### src/rtl/irq_deleg_regs.sv
module irq_deleg_regs #(
  parameter int XLEN = 32
) (
  input  logic            clk,
  input  logic            rst_n,
  input  logic            csr_en,
  input  logic [2:0]      csr_sel,
  input  logic [XLEN-1:0] csr_wdata,
  input  logic [XLEN-1:0] csr_wmask,
  output logic [XLEN-1:0] csr_rdata,
  input  logic [5:0]      hw_irq,
  input  logic [XLEN-1:0] hw_claim,
  output logic [XLEN-1:0] ie_o,
  output logic [XLEN-1:0] ip_o,
  output logic [XLEN-1:0] ideleg_o,
  output logic [XLEN-1:0] edeleg_o
);
  localparam logic [XLEN-1:0] IE_OK   = XLEN'(16'h0AAA);
  localparam logic [XLEN-1:0] SUP_INT = XLEN'(16'h0222);
  localparam logic [XLEN-1:0] EXC_OK  = XLEN'(16'hBFFF);
  localparam logic [XLEN-1:0] SIP_WR  = XLEN'(16'h0103);
  localparam logic [2:0] S_IE = 3'd0, S_ID = 3'd1, S_ED = 3'd2,
                         S_IP = 3'd3, S_SIE = 3'd4, S_SIP = 3'd5;

  logic [XLEN-1:0] ie_q, id_q, ed_q, sw_q;
  logic [XLEN-1:0] hw_vec, ip, old, nv, sie_mix, sw_m;
  logic [XLEN-1:0] ie_d, id_d, ed_d, sw_d;

  always_comb begin
    hw_vec = '0;
    for (int i = 0; i < 6; i++) hw_vec[2*i+1] = hw_irq[i];
  end

  assign ip = hw_vec | (sw_q & ~hw_claim);

  always_comb begin
    case (csr_sel)
      S_IE:    old = ie_q;
      S_ID:    old = id_q;
      S_ED:    old = ed_q;
      S_IP:    old = ip;
      S_SIE:   old = ie_q & id_q;
      S_SIP:   old = ip & id_q;
      default: old = '0;
    endcase
  end

  assign nv      = (old & ~csr_wmask) | (csr_wdata & csr_wmask);
  assign sie_mix = (ie_q & ~id_q) | (nv & id_q);

  always_comb begin
    ie_d = ie_q;
    id_d = id_q;
    ed_d = ed_q;
    sw_m = '0;
    case (csr_sel)
      S_IE:  ie_d = (ie_q & ~IE_OK) | (nv & IE_OK);
      S_SIE: ie_d = (ie_q & ~IE_OK) | (sie_mix & IE_OK);
      S_ID:  id_d = (id_q & ~SUP_INT) | (nv & SUP_INT);
      S_ED:  ed_d = (ed_q & ~EXC_OK) | (nv & EXC_OK);
      S_IP:  sw_m = csr_wmask & SUP_INT & ~hw_claim;
      S_SIP: sw_m = csr_wmask & id_q & SIP_WR & SUP_INT & ~hw_claim;
      default: ;
    endcase
  end

  assign sw_d = (sw_q & ~sw_m) | (csr_wdata & sw_m);

  always_ff @(posedge clk or negedge rst_n) begin
    if (!rst_n) begin
      ie_q <= '0;
      id_q <= '0;
      ed_q <= '0;
      sw_q <= '0;
    end else if (csr_en) begin
      ie_q <= ie_d;
      id_q <= id_d;
      ed_q <= ed_d;
      sw_q <= sw_d;
    end
  end

  assign csr_rdata = old;
  assign ie_o      = ie_q;
  assign ip_o      = ip;
  assign ideleg_o  = id_q;
  assign edeleg_o  = ed_q;
endmodule


### config.mk
export PLATFORM = sky130hd
export DESIGN_NAME = irq_deleg_regs
export DESIGN_NICKNAME = d
export VERILOG_FILES = /design/src/rtl/irq_deleg_regs.sv
export SDC_FILE = /design/constraint.sdc
export NUM_CORES = 1
export LEC_CHECK = 0
export BUFFER_PORTS_ARGS = -buffer_cell sky130_fd_sc_hd__buf_4
export CAP_MARGIN = 0
export CORE_AREA = 2 2 103 105
export CTS_CLUSTER_SIZE = 24
export DETAILED_ROUTE_END_ITERATION = 6
export DIE_AREA = 0 0 105 107
export GPL_ROUTABILITY_DRIVEN = 0
export SLEW_MARGIN = 20
export SYNTH_ARGS = -nofsm -noshare
export SYNTH_HDL_FRONTEND = slang
export SYNTH_SLANG_ARGS = --single-unit
### constraint.sdc
create_clock -name clk -period 4.12 [get_ports clk]
set_input_delay 0.412 -clock clk [delete_from_list [all_inputs] [get_ports clk]]
set_output_delay 0.412 -clock clk [all_outputs]
set_load 0.02 [all_outputs]
# Word-level counts from Yosys, hierarchy flattened
# Cells that the tools add are included.
# W data, S select, Z words.
[totals]
register_bits = 128
inputBits = 108
out_inout_bits = 160
elab_cells = 41
[classes]
eq_ne = 5
mux = 3
bitwise_logic = 24
reduce_logical = 5
[ops]
columns = ["op", "n"]
rows = [
  ["$pmux W32 S6", 1],
  ["$and A32 B32 Y32", 5],
  ["$pmux W32 S2", 2],
  ["$not A32 Y32", 2],
  ["$or A32 B12 Y32", 2],
  ["$and A10 B32 Y32", 1],
  ["$and A16 B16 Y16", 2],
  ["$and A2 B32 Y32", 1],
  ["$or A12 B32 Y32", 1],
  ["$or A32 B10 Y32", 1],
  ["$or A32 B16 Y32", 1],
  ["$or A32 B32 Y32", 1],
  ["$and A12 B12 Y12", 2],
  ["$not A16 Y16", 1],
  ["$or A16 B16 Y16", 1],
  ["$not A12 Y12", 1],
  ["$or A12 B12 Y12", 1],
  ["$eq A3 B2 Y1 const B", 2],
  ["$eq A3 B3 Y1 const B", 2],
  ["$reduce_and A2 Y1", 3],
  ["$eq A3 B1 Y1 const B", 1],
  ["$logic_not A3 Y1", 1],
  ["$and A2 B2 Y2", 1],
  ["$reduce_bool A2 Y1", 1],
]

# Depth between registers and ports, before layout
# Gate-level depths: netlist of the first run.
[depth]
depth_word = 11
depth_mapped = 7
mapped_depth_nobuf = 4

# Worst setup path before layout of the first run
# No wires, ideal clock.
[synth_path]
kind = "input to output"
startpoint = "in csr_sel[1]"
endpoint = "out csr_rdata[11]"
arrival_ps = 1382
required_ps = 3708
slack_ps = 2326
stages = 5
cell_sequence = "buf_4 buf_2 mux2i_1 o21ai_0 nor2b_1"
[synth_between]
elab_chain_len = 2
[synth_rtl]
columns = ["element", "line", "rtl"]
rows = [
  ["start: declaration", "7", "input logic [2:0] csr_sel,"],
  ["$eq A3 B3 Y1, or another cell as far along", "37", "case (csr_sel)"],
  ["$pmux W32 S6 (*)", "37", ""],
  ["end: declaration", "10", "output logic [XLEN-1:0] csr_rdata,"],
]
# Every way passes the cells marked *; elsewhere a longest branch is shown, timed or not.

# Worst setup path in the final report of the first run
[layout_path]
startpoint = "in csr_sel[1]"
endpoint = "reg ed_q[6], in the netlist edeleg_o[6]"
[layout_between]
elab_chain_len = 5
[layout_rtl]
columns = ["element", "line", "rtl"]
rows = [
  ["$eq A3 B3 Y1, or another cell as far along", "37", ""],
  ["$pmux W32 S6", "37", ""],
  ["$and A16 B16 Y16", "48", "assign nv = (old & ~csr_wmask) | (csr_wdata & csr_wmask);"],
  ["$or A16 B16 Y16", "48", ""],
  ["$or A32 B16 Y32", "60", "S_ED: ed_d = (ed_q & ~EXC_OK) | (nv & EXC_OK);"],
  ["end signal: assignment", "73", "ed_q <= '0;"],
  ["end signal: assignment", "78", "ed_q <= ed_d;"],
  ["end: declaration", "25", "logic [XLEN-1:0] ie_q, id_q, ed_q, sw_q;"],
]
# Several ways; a longest one is shown, not always the timed one.
# A chain may end at the register's enable or synchronous reset.

==> qor.json, run 1 <==
{
  "run_status": "finished clean",
  "clock_sinks": 27,
  "gr-total-overflow": 0,
  "clockRootBuffer": "clkbuf_8",
  "post_synth.cell_area_avg_um2": 8.80,
  "synth-xor-area-share_pct": 0,
  "dr_total_vias": 1927,
  "grt_first_pass_wirelength_mm": 8.86,
  "synth_async_sr_flop_share_pct": 100,
  "areaGrowthSynthToFinish_pct": 13.7,
  "unrepaired_setup_endpoints_after_global_routing": "no",
  "first_global_vias": 1681,
  "synth-simple-area-share_pct": 17.9,
  "core_um2": 10100,
  "rrSetupSlack_ps": 2590,
  "setup_tns_ps": 0,
  "insertedDiodeCount": 0,
  "number_of_library_cell_types_mapped_by_synthesis": 43,
  "cts-root-to-sink-buffers": 2,
  "skew_ps": 3.34,
  "cellPowerDensity_nw_per_um2": 348,
  "worst_setup_path_endpoint": "edeleg_o[6]",
  "clk-insertion-delay-late_ps": 280,
  "number_of_port_buffers": 89,
  "synth-seq-cells": 27,
  "multi_input_area_um2": 1350,
  "postLayoutSetupSlackWorst_ps": 1890,
  "maximum_number_of_pins_on_one_net_before_global_route_repair": 28,
  "p_leak_uw": 0.00153,
  "rows": 37,
  "wl_mm": 5.81,
  "worst_rel_slew_slack_pct": 50.1,
  "post_route_cells_drive_above_1_share_pct": 32.3,
  "start_util_pct": 25.5,
  "cts-buffers-inserted": 3,
  "chipHeight_um": 107,
  "criticalPathCategory": "primary input to register",
  "cp.arrival_ps": 2400,
  "post-cts-setup-buffers": 0,
  "detail_route.drc_violations": 0,
  "clock_tree_from_tritoncts": "yes",
  "finalHoldWorstSlack_ps": 35.1,
  "synth_area_leaders": "buf_4, dfrtp_1, nand2_1, mux2_2, and2_1",
  "netlist_area_um2": 2570,
  "synth-warning-count": 0,
  "dominant_combinational_cell_family_by_area_after_synthesis": "buffers and inverters",
  "worst_slew_pin_slew_ps": 748,
  "r2r-start": "ideleg_o[9]",
  "period_minus_slack_ps": 2230,
  "drt-initial-drc-count": 86,
  "critical_path_required_ps": 4290,
  "htree_num_levels": 1,
  "ys_dominant_reg_cell": "dfrtp_1",
  "post_layout_nonfiller_instances": 507,
  "setup_ws_pre_cts_ps": 1520,
  "dr.pass1.iters": 4,
  "synth_compound_area_share_pct": 10.9,
  "r2r_end": "ideleg_o[9]",
  "maxSlewViolCount": 0,
  "timing.final.setup_violations": 0,
  "yosys.area.top_type_share_pct": 35.1,
  "die_area_um2": 11200,
  "vdd_ir_drop_max_mv": 0.179,
  "antenna_violating_nets_post_route": 0,
  "cts_resized": 0,
  "max_cap_viol_count": 0,
  "worstSetupEndpointType": "register",
  "antenna_found_initial": 0,
  "max_freq_ghz": 0.448,
  "post-place-cells": 503,
  "synth_enable_flop_cells": 0,
  "ioPinCount": 268,
  "yosysMostFrequentCell": "buf_4",
  "routed_wire_length_per_instance_um": 11.5,
  "overall_track_demand_over_capacity_in_global_routing_pct": 9.82,
  "post_route_clock_period_utilization_pct": 54.1,
  "setup.worst_path.start": "csr_sel[1]",
  "cp-start-kind": "primary input",
  "design.final.nets": 480,
  "yosys.area_share.adder_pct": 0,
  "cts_hold_buf": 0,
  "timing.reg2reg.worst_path_depth": 4,
  "syn-instance-count": 292,
  "place.detailed.hpwl_mm": 4.58,
  "worst_setup_hold_path_clk_slew_ps": 100,
  "synthDominantAreaCellType": "buf_4",
  "floorplan.die.width_um": 105,
  "hold_viol_final": 0,
  "path_max_fanout": 17,
  "holdCritPathClass": "primary input to async pin",
  "synth.mux.area_fraction_pct": 7.01,
  "ys_top_cells_by_count": "buf_4, dfrtp_1, nand2_1",
  "final.fill_count": 1049,
  "seq_area_frac_synth_pct": 26.3,
  "register_area_um2": 676,
  "post_drt_via_cell_ratio": 3.80
}
## per-layer routing
layer,vias to the layer above,wire length [um],global-route usage (%)
met1,898,2280,11.7
met2,129,3020,18.6
met5,-,0,0
met4,0,25,1.14
met3,4,489,2.13
li1,896,-,-
## power breakdown
group / leakage, uW / internal (uW) / switching, uW
logic: 0.00118 / 188 / 293
clock network: 0.0000228 / 69.5 / 92.3
registers: 0.000332 / 324 / 49.2
## area by class of cell
| cell class | instances | area share [%] |
|---|---|---|
| multi-input cells | 248 | 46.2 |
| flip-flops and latches | 27 | 23.1 |
| repair buffers | 89 | 22.9 |
| clock buffers | 4 | 1.54 |
| inverters | 3 | 0.386 |
| well taps | 136 | 5.83 |
## critical path, stage by stage
cell and delay [ps]:
buf_4 230, nor3b_4 580, and2_1 700, nand2_1 160, mux2_2 300
## metrics by stage
stage / instance area (um^2) / total power [uW] / utilization (%)
after detailed placement: 2880 / 864 / 28.5
final: 2920 / 1020 / 28.9
after floorplan: 3000 / 765 / -
after global placement: 2880 / 858 / 28.5
after CTS: 2920 / 1040 / 28.9
after global routing: 2920 / 1090 / 28.9
## registers in the layout, summed over array words and instances, names as in the netlist
register / count
edeleg_o: 15
ie_o: 6
ideleg_o: 3
sw_q: 3
## worst min path at each step
stage / slack, ps / cells past startpoint / from / end
global placement: 360 / 1 / rst_n / sw_q[9]
detailed placement: 360 / 1 / rst_n / sw_q[9]
global route: 50 / 1 / rst_n / sw_q[9]
floorplan: 120 / 0 / rst_n / edeleg_o[0]
CTS: 50 / 1 / rst_n / ie_o[11]
finish: 40 / 1 / rst_n / sw_q[9]
## cell families (layout without fill, tap and decap cells)
| kind of cell | after synthesis | in the layout |
|---|---|---|
| buf+inv | 131 | 96 |
| simple gates | 84 | 84 |
| compound gates | 34 | 34 |
| flops | 27 | 27 |
| mux | 15 | 15 |
| other cells | 1 | 115 |
## placed cells by master (no fill, tap or decap), drive strengths merged, types with 4 or more instances in the layout
cell and count:
conb 115, buf 89, nand2 29, dfrtp 27, nor2 16, mux2 12, and2 10, nor2b 8
o31ai 8, a31oi 6, nand3 4, o21ai 4, clkbuf 4
Note: power is estimated with default switching activity, not from simulation.
==> inputs of run 2 (changes only) <==
--- a/config.mk
+++ b/config.mk
@@ -7,10 +7,10 @@
 export LEC_CHECK = 0
 export BUFFER_PORTS_ARGS = -buffer_cell sky130_fd_sc_hd__buf_4
 export CAP_MARGIN = 0
-export CORE_AREA = 2 2 103 105
+export CORE_AREA = 2 2 104 106
 export CTS_CLUSTER_SIZE = 24
 export DETAILED_ROUTE_END_ITERATION = 6
-export DIE_AREA = 0 0 105 107
+export DIE_AREA = 0 0 106 108
 export GPL_ROUTABILITY_DRIVEN = 0
 export SLEW_MARGIN = 20
 export SYNTH_ARGS = -nofsm -noshare
==> constraint.sdc (replaced) <==
create_clock -name clk -period 2.1 [get_ports clk]
set_input_delay 0.21 -clock clk [delete_from_list [all_inputs] [get_ports clk]]
set_output_delay 0.21 -clock clk [all_outputs]
set_load 0.02 [all_outputs]
==> run 2 against run 1 <==
Global-route usage down 0.32 points. Die area rose by 1.9%. Total power increased by 97%. Largest power group unchanged. Core utilization barely moved. Sequential share of layout area down 0.29 points. Highest routed layer unchanged. Sequential power is 97% higher. Wire length up 0.19%.
==> qor.json, run 2 (synthesized netlist as in run 1, its figures left out) <==
{
  "run_status": "finished clean",
  "hold_depth": 2,
  "skew": {"value": 4.08, "unit": "ps", "change": "+0.742 ps"},
  "critical_path_required": {"value": 1890, "unit": "ps", "change": "-2400 ps"},
  "largest_register_ffs": {"value": 15, "change": "unchanged"},
  "antenna_violating_nets_post_route": {"value": 0, "change": "unchanged"},
  "clockRootBuffer": "clkbuf_8",
  "post_route_clock_period_utilization_pct": 87.0,
  "dr_total_vias": {"value": 1918, "change": "-0.47%"},
  "cts_resized": {"value": 0, "change": "unchanged"},
  "drt-initial-drc-count": {"value": 81, "change": "-5.8%"},
  "cellPowerDensity": {"value": 677, "unit": "nW/um^2", "change": "+95%"},
  "worst_setup_hold_path_clk_slew": {"value": 100, "unit": "ps", "change": "about the same"},
  "floorplan.die.width": {"value": 106, "unit": "um", "change": "+0.95%"},
  "first_global_vias": {"value": 1663, "change": "-1.1%"},
  "cp.arrival": {"value": 1620, "unit": "ps", "change": "-780 ps"},
  "areaGrowthSynthToFinish_pct": 15.1,
  "die_area": {"value": 11400, "unit": "um^2", "change": "+1.9%"},
  "timing.final.setup_violations": {"value": 0, "change": "unchanged"},
  "clk-insertion-delay-late": {"value": 280, "unit": "ps", "change": "about the same"},
  "post_drt_via_cell_ratio": {"value": 3.76, "change": "-1.1%"},
  "maximum_number_of_pins_on_one_net_before_global_route_repair": {"value": 28, "change": "unchanged"},
  "hold_viol_final": {"value": 0, "change": "unchanged"},
  "dr.pass1.iters": {"value": 4, "change": "unchanged"},
  "setup_tns": {"value": 0, "unit": "ps", "change": "unchanged"},
  "ioPinCount": {"value": 268, "change": "unchanged"},
  "r2r-start": "ideleg_o[1]",
  "p_leak": {"value": 0.00155, "unit": "uW", "change": "+1.2%"},
  "max_freq_ghz": 0.547,
  "timing.reg2reg.worst_path_depth": {"value": 4, "change": "unchanged"},
  "commonest_cells_after_routing_fill_and_taps_aside": "conb_1, buf_4, dfrtp_1, nand2_1, nor2_1",
  "max_cap_viol_count": {"value": 0, "change": "unchanged"},
  "layout.cells.most_common": "conb_1",
  "cts-buffers-inserted": {"value": 3, "change": "unchanged"},
  "vdd_ir_drop_max": {"value": 0.300, "unit": "mV", "change": "+68%"},
  "chipHeight": {"value": 108, "unit": "um", "change": "+0.93%"},
  "overall_track_demand_over_capacity_in_global_routing": {"value": 9.50, "unit": "%", "change": "-0.32 points"},
  "criticalPathCategory": "register to output pin",
  "unrepaired_setup_endpoints_after_global_routing": "no",
  "maxSlewViolCount": {"value": 0, "change": "unchanged"},
  "finalHoldWorstSlack": {"value": 157, "unit": "ps", "change": "+122 ps"},
  "clock_tree_from_tritoncts": "yes",
  "insertedDiodeCount": {"value": 0, "change": "unchanged"},
  "path_max_fanout": {"value": 5, "change": "-12"},
  "rows": {"value": 37, "change": "unchanged"},
  "setup.worst_path.start": "ideleg_o[9]",
  "grt_first_pass_wirelength": {"value": 8.60, "unit": "mm", "change": "-3.0%"},
  "antenna_found_initial": {"value": 0, "change": "unchanged"},
  "worstSetupEndpointType": "output pin",
  "cp-start-kind": "register",
  "place.detailed.hpwl": {"value": 4.71, "unit": "mm", "change": "+2.7%"},
  "number_of_port_buffers": {"value": 89, "change": "unchanged"},
  "htree_num_levels": {"value": 1, "change": "unchanged"},
  "holdCritPathClass": "primary input to register",
  "wl": {"value": 5.83, "unit": "mm", "change": "+0.19%"},
  "core": {"value": 10200, "unit": "um^2", "change": "+1.4%"},
  "routed_wire_length_per_instance": {"value": 11.4, "unit": "um", "change": "-0.40%"},
  "detail_route.drc_violations": {"value": 0, "change": "unchanged"},
  "post_route_cells_drive_above_1_share": {"value": 32.6, "unit": "%", "change": "+0.28 points"},
  "start_util": {"value": 25.1, "unit": "%", "change": "-0.35 points"},
  "period_minus_slack_ps": 1830,
  "clock_sinks": {"value": 27, "change": "unchanged"},
  "design.final.nets": {"value": 483, "change": "+0.63%"},
  "cts-root-to-sink-buffers": {"value": 2, "change": "unchanged"},
  "worst_hold_startpoint": "csr_wdata[15]",
  "gr-total-overflow": {"value": 0, "change": "unchanged"}
}
## run 2: changes by cell type in the layout (fill, tap and decap cells not counted), sizes merged
cell and delta:
dlygate4sd3 +1, buf +2
## run 2: final cells by class
type	count	area, um^2
fill	1087	7270
multi-input combinational	248	1350
timing repair buffer	92	706
sequential	27	676
tap	136	170
clock buffer	4	45.0
inverter	3	11.3
## run 2: worst paths after layout
check,to,slack (ps)
setup / recovery,csr_rdata[9],270
hold / removal,edeleg_o[15],160
setup reg to reg,ie_o[1],570
hold reg to reg,sw_q[9],510
max in group asynchronous,ie_o[7],1450
min in group asynchronous,sw_q[9],370
## run 2: timing repair
action,in CTS,in global routing
hold endpoints to repair,27,0
setup endpoints to repair,0,0
buffers inserted,0,0
hold buffers,1,0
## run 2: per-stage QoR
stage | std cells | total power, uW | util, % | cell area [um^2] | setup slack (ps)
2_1_floorplan | 406 | 1500 | - | 3000 | 627
3_3_place_gp | 505 | 1690 | 28.4 | 2900 | 403
3_5_place_dp | 505 | 1700 | 28.4 | 2900 | 410
4_1_cts | 510 | 2030 | 28.9 | 2960 | 275
5_1_grt | 510 | 2140 | 28.9 | 2960 | 198
6_report | 510 | 2000 | 28.9 | 2960 | 273
## run 2: critical path: stages (launching register included)
cell and delay (ps):
dfrtp_1 450, nand2b_1 190, a32o_1 300, a22o_1 250, buf_4 160
## run 2: power breakdown
part | total [uW] | internal [uW] | switching [uW]
sequential | 737 | 637 | 100
combinational | 952 | 373 | 578
clock | 315 | 136 | 178
total | 2000 | 1150 | 857
## run 2: per-layer routing
metal	GRT usage, %	vias up	part of all wire [%]
met5	0	-	0
met2	16.8	126	48
met3	2.17	2	8.6
li1	-	900	-
met1	12.5	890	43
met4	0.564	0	0.15
==> inputs of run 3 (changes only) <==
==> constraint.sdc (replaced) <==
create_clock -name clk -period 2.1 [get_ports clk]
set_input_delay 0.21 -clock clk [delete_from_list [all_inputs] [get_ports clk]]
set_output_delay 0.21 -clock clk [all_outputs]
set_load 0.1 [all_outputs]
==> run 3 against run 2 <==
Flip-flop and latch count is the same. Design area up 0.30%. Global-route usage is 0.18 points higher. Non-clock buffer count did not move. Sequential share of layout area about the same. Via count shrank 0.68%. Maximum frequency is 3.5% lower. Combinational power grew to 2.6 times the previous value. First-iteration DRC count fell by 40%. Critical path depth stayed put. Clock skew down 3.7 ps. Die area did not move. Largest cell class unchanged.
==> qor.json, run 3 (synthesized netlist as in run 1, its figures left out) <==
{
  "max_cap_viol_count": {"value": 0, "change": "unchanged"},
  "cp.arrival": {"value": 1680, "unit": "ps", "change": "+60 ps"},
  "setup.worst_path.start": "ideleg_o[5]",
  "max_freq": {"value": 0.528, "unit": "GHz", "change": "-3.5%"},
  "rrSetupSlack": {"value": 560, "unit": "ps", "change": "about the same"},
  "number_of_port_buffers": {"value": 89, "change": "unchanged"},
  "routed_wire_length_per_instance": {"value": 11.4, "unit": "um", "change": "-0.22%"},
  "setup_tns": {"value": 0, "unit": "ps", "change": "unchanged"},
  "worst_setup_hold_path_clk_slew": {"value": 100, "unit": "ps", "change": "about the same"},
  "p_leak": {"value": 0.00155, "unit": "uW", "change": "+0.23%"},
  "wl": {"value": 5.81, "unit": "mm", "change": "-0.22%"},
  "cp-start-kind": "register",
  "chipHeight": {"value": 108, "unit": "um", "change": "unchanged"},
  "clock_tree_from_tritoncts": "yes",
  "worstSetupEndpointType": "output pin",
  "maximum_number_of_pins_on_one_net_before_global_route_repair": {"value": 28, "change": "unchanged"},
  "htree_num_levels": {"value": 1, "change": "unchanged"},
  "clockRootBuffer": "clkbuf_8",
  "worst_setup_path_endpoint": "csr_rdata[5]",
  "start_util": {"value": 25.1, "unit": "%", "change": "unchanged"},
  "detail_route.drc_violations": {"value": 0, "change": "unchanged"},
  "critical_path_required": {"value": 1890, "unit": "ps", "change": "about the same"},
  "clock_sinks": {"value": 27, "change": "unchanged"},
  "die_area": {"value": 11400, "unit": "um^2", "change": "unchanged"},
  "criticalPathCategory": "register to output pin",
  "dr_total_vias": {"value": 1905, "change": "-0.68%"},
  "design.final.nets": {"value": 483, "change": "unchanged"},
  "unrepaired_setup_endpoints_after_global_routing": "no",
  "holdCritPathClass": "primary input to register",
  "clk-insertion-delay-late": {"value": 270, "unit": "ps", "change": "about the same"},
  "dr.pass1.iters": {"value": 4, "change": "unchanged"},
  "overall_track_demand_over_capacity_in_global_routing": {"value": 9.68, "unit": "%", "change": "+0.18 points"},
  "areaGrowthSynthToFinish_pct": 15.5,
  "run_status": "finished clean",
  "dpl-instance-area": {"value": 2910, "unit": "um^2", "change": "+0.30%"},
  "timing.reg2reg.worst_path_depth": {"value": 4, "change": "unchanged"},
  "first_global_vias": {"value": 1669, "change": "+0.36%"},
  "post_route_clock_period_utilization": {"value": 90.2, "unit": "%", "change": "+3.1 points"},
  "stdcell_area": {"value": 2970, "unit": "um^2", "change": "+0.30%"},
  "r2r-start": "ideleg_o[5]",
  "gr-total-overflow": {"value": 0, "change": "unchanged"},
  "cts_resized": {"value": 0, "change": "unchanged"},
  "hold_viol_final": {"value": 0, "change": "unchanged"},
  "vdd_ir_drop_max": {"value": 0.467, "unit": "mV", "change": "+56%"},
  "largest_register_ffs": {"value": 15, "change": "unchanged"},
  "post-cts-setup-buffers": {"value": 0, "change": "unchanged"},
  "grt_first_pass_wirelength": {"value": 8.83, "unit": "mm", "change": "+2.7%"},
  "r2r_end": "edeleg_o[5]",
  "post_drt_via_cell_ratio": {"value": 3.74, "change": "-0.68%"},
  "skew": {"value": 0.429, "unit": "ps", "change": "-3.65 ps"},
  "floorplan.die.width": {"value": 106, "unit": "um", "change": "unchanged"},
  "drt-initial-drc-count": {"value": 49, "change": "-40%"},
  "place.detailed.hpwl": {"value": 4.72, "unit": "mm", "change": "+0.19%"},
  "rows": {"value": 37, "change": "unchanged"},
  "commonest_cells_after_routing_fill_and_taps_aside": "conb_1, buf_4, dfrtp_1, nand2_1, nor2_1",
  "insertedDiodeCount": {"value": 0, "change": "unchanged"},
  "antenna_violating_nets_post_route": {"value": 0, "change": "unchanged"},
  "path_max_fanout": {"value": 5, "change": "unchanged"},
  "cts-buffers-inserted": {"value": 3, "change": "unchanged"},
  "core": {"value": 10200, "unit": "um^2", "change": "unchanged"},
  "antenna_found_initial": {"value": 0, "change": "unchanged"},
  "period_minus_slack": {"value": 1890, "unit": "ps", "change": "+66.0 ps"},
  "timing.final.setup_violations": {"value": 0, "change": "unchanged"},
  "cts_hold_buf": {"value": 1, "change": "unchanged"},
  "cts-root-to-sink-buffers": {"value": 2, "change": "unchanged"},
  "maxSlewViolCount": {"value": 0, "change": "unchanged"},
  "layout.cells.most_common": "conb_1",
  "post_route_cells_drive_above_1_share": {"value": 34.2, "unit": "%", "change": "+1.6 points"},
  "ioPinCount": {"value": 268, "change": "unchanged"},
  "cellPowerDensity": {"value": 1200, "unit": "nW/um^2", "change": "+77%"}
}
[run 3: critical path: stages (launching register included)]
cell and delay (ps):
dfrtp_1 450, nand2b_1 180, a32o_1 300, a22o_2 260, buf_4 230
[run 3: where the power goes]
group	internal (uW)	switching, uW	total, uW
Combinational	382	2130	2510
Sequential	637	96.5	734
Clock	136	172	308
[run 3: area by class of cell]
cell class | instances | area [um^2]
fillers | 1081 | 7260
multi-input cells | 248 | 1370
repair buffers | 92 | 693
flip-flops and latches | 27 | 677
well taps | 136 | 170
clock buffers | 4 | 45.0
inverters | 3 | 11.3
[run 3: how the worst min path moves through the flow]
stage / end / start / slack [ps] / cells past startpoint
after global placement: sw_q[9] / rst_n / 170 / 1
after CTS: edeleg_o[10] / csr_wdata[10] / 140 / 2
after floorplan: edeleg_o[0] / rst_n / -90 / 0
final: edeleg_o[10] / csr_wdata[10] / 160 / 2
after detailed placement: sw_q[9] / rst_n / 160 / 1
after global routing: edeleg_o[10] / csr_wdata[10] / 150 / 2
[run 3: per-layer routing]
| layer | vias to the layer above | GRT usage, % | wire length (um) |
|---|---|---|---|
| met5 | - | 0 | 0 |
| met4 | 0 | 0.564 | 11 |
| met3 | 2 | 2.89 | 572 |
| met2 | 129 | 16.7 | 2740 |
| met1 | 874 | 12.6 | 2490 |
| li1 | 900 | - | - |
[run 3: stage by stage]
| stage | total power (uW) | setup WS [ps] | util, % | instances | hold WS (ps) |
|---|---|---|---|---|---|
| floorplan | 3060 | 42.3 | - | 406 | -85.6 |
| global placement | 3250 | 400 | 28.5 | 505 | 166 |
| detailed placement | 3260 | 376 | 28.5 | 505 | 162 |
| CTS | 3600 | 179 | 29.0 | 510 | 142 |
| global route | 3700 | 107 | 29.0 | 510 | 146 |
| finish | 3560 | 207 | 29.0 | 510 | 158 |
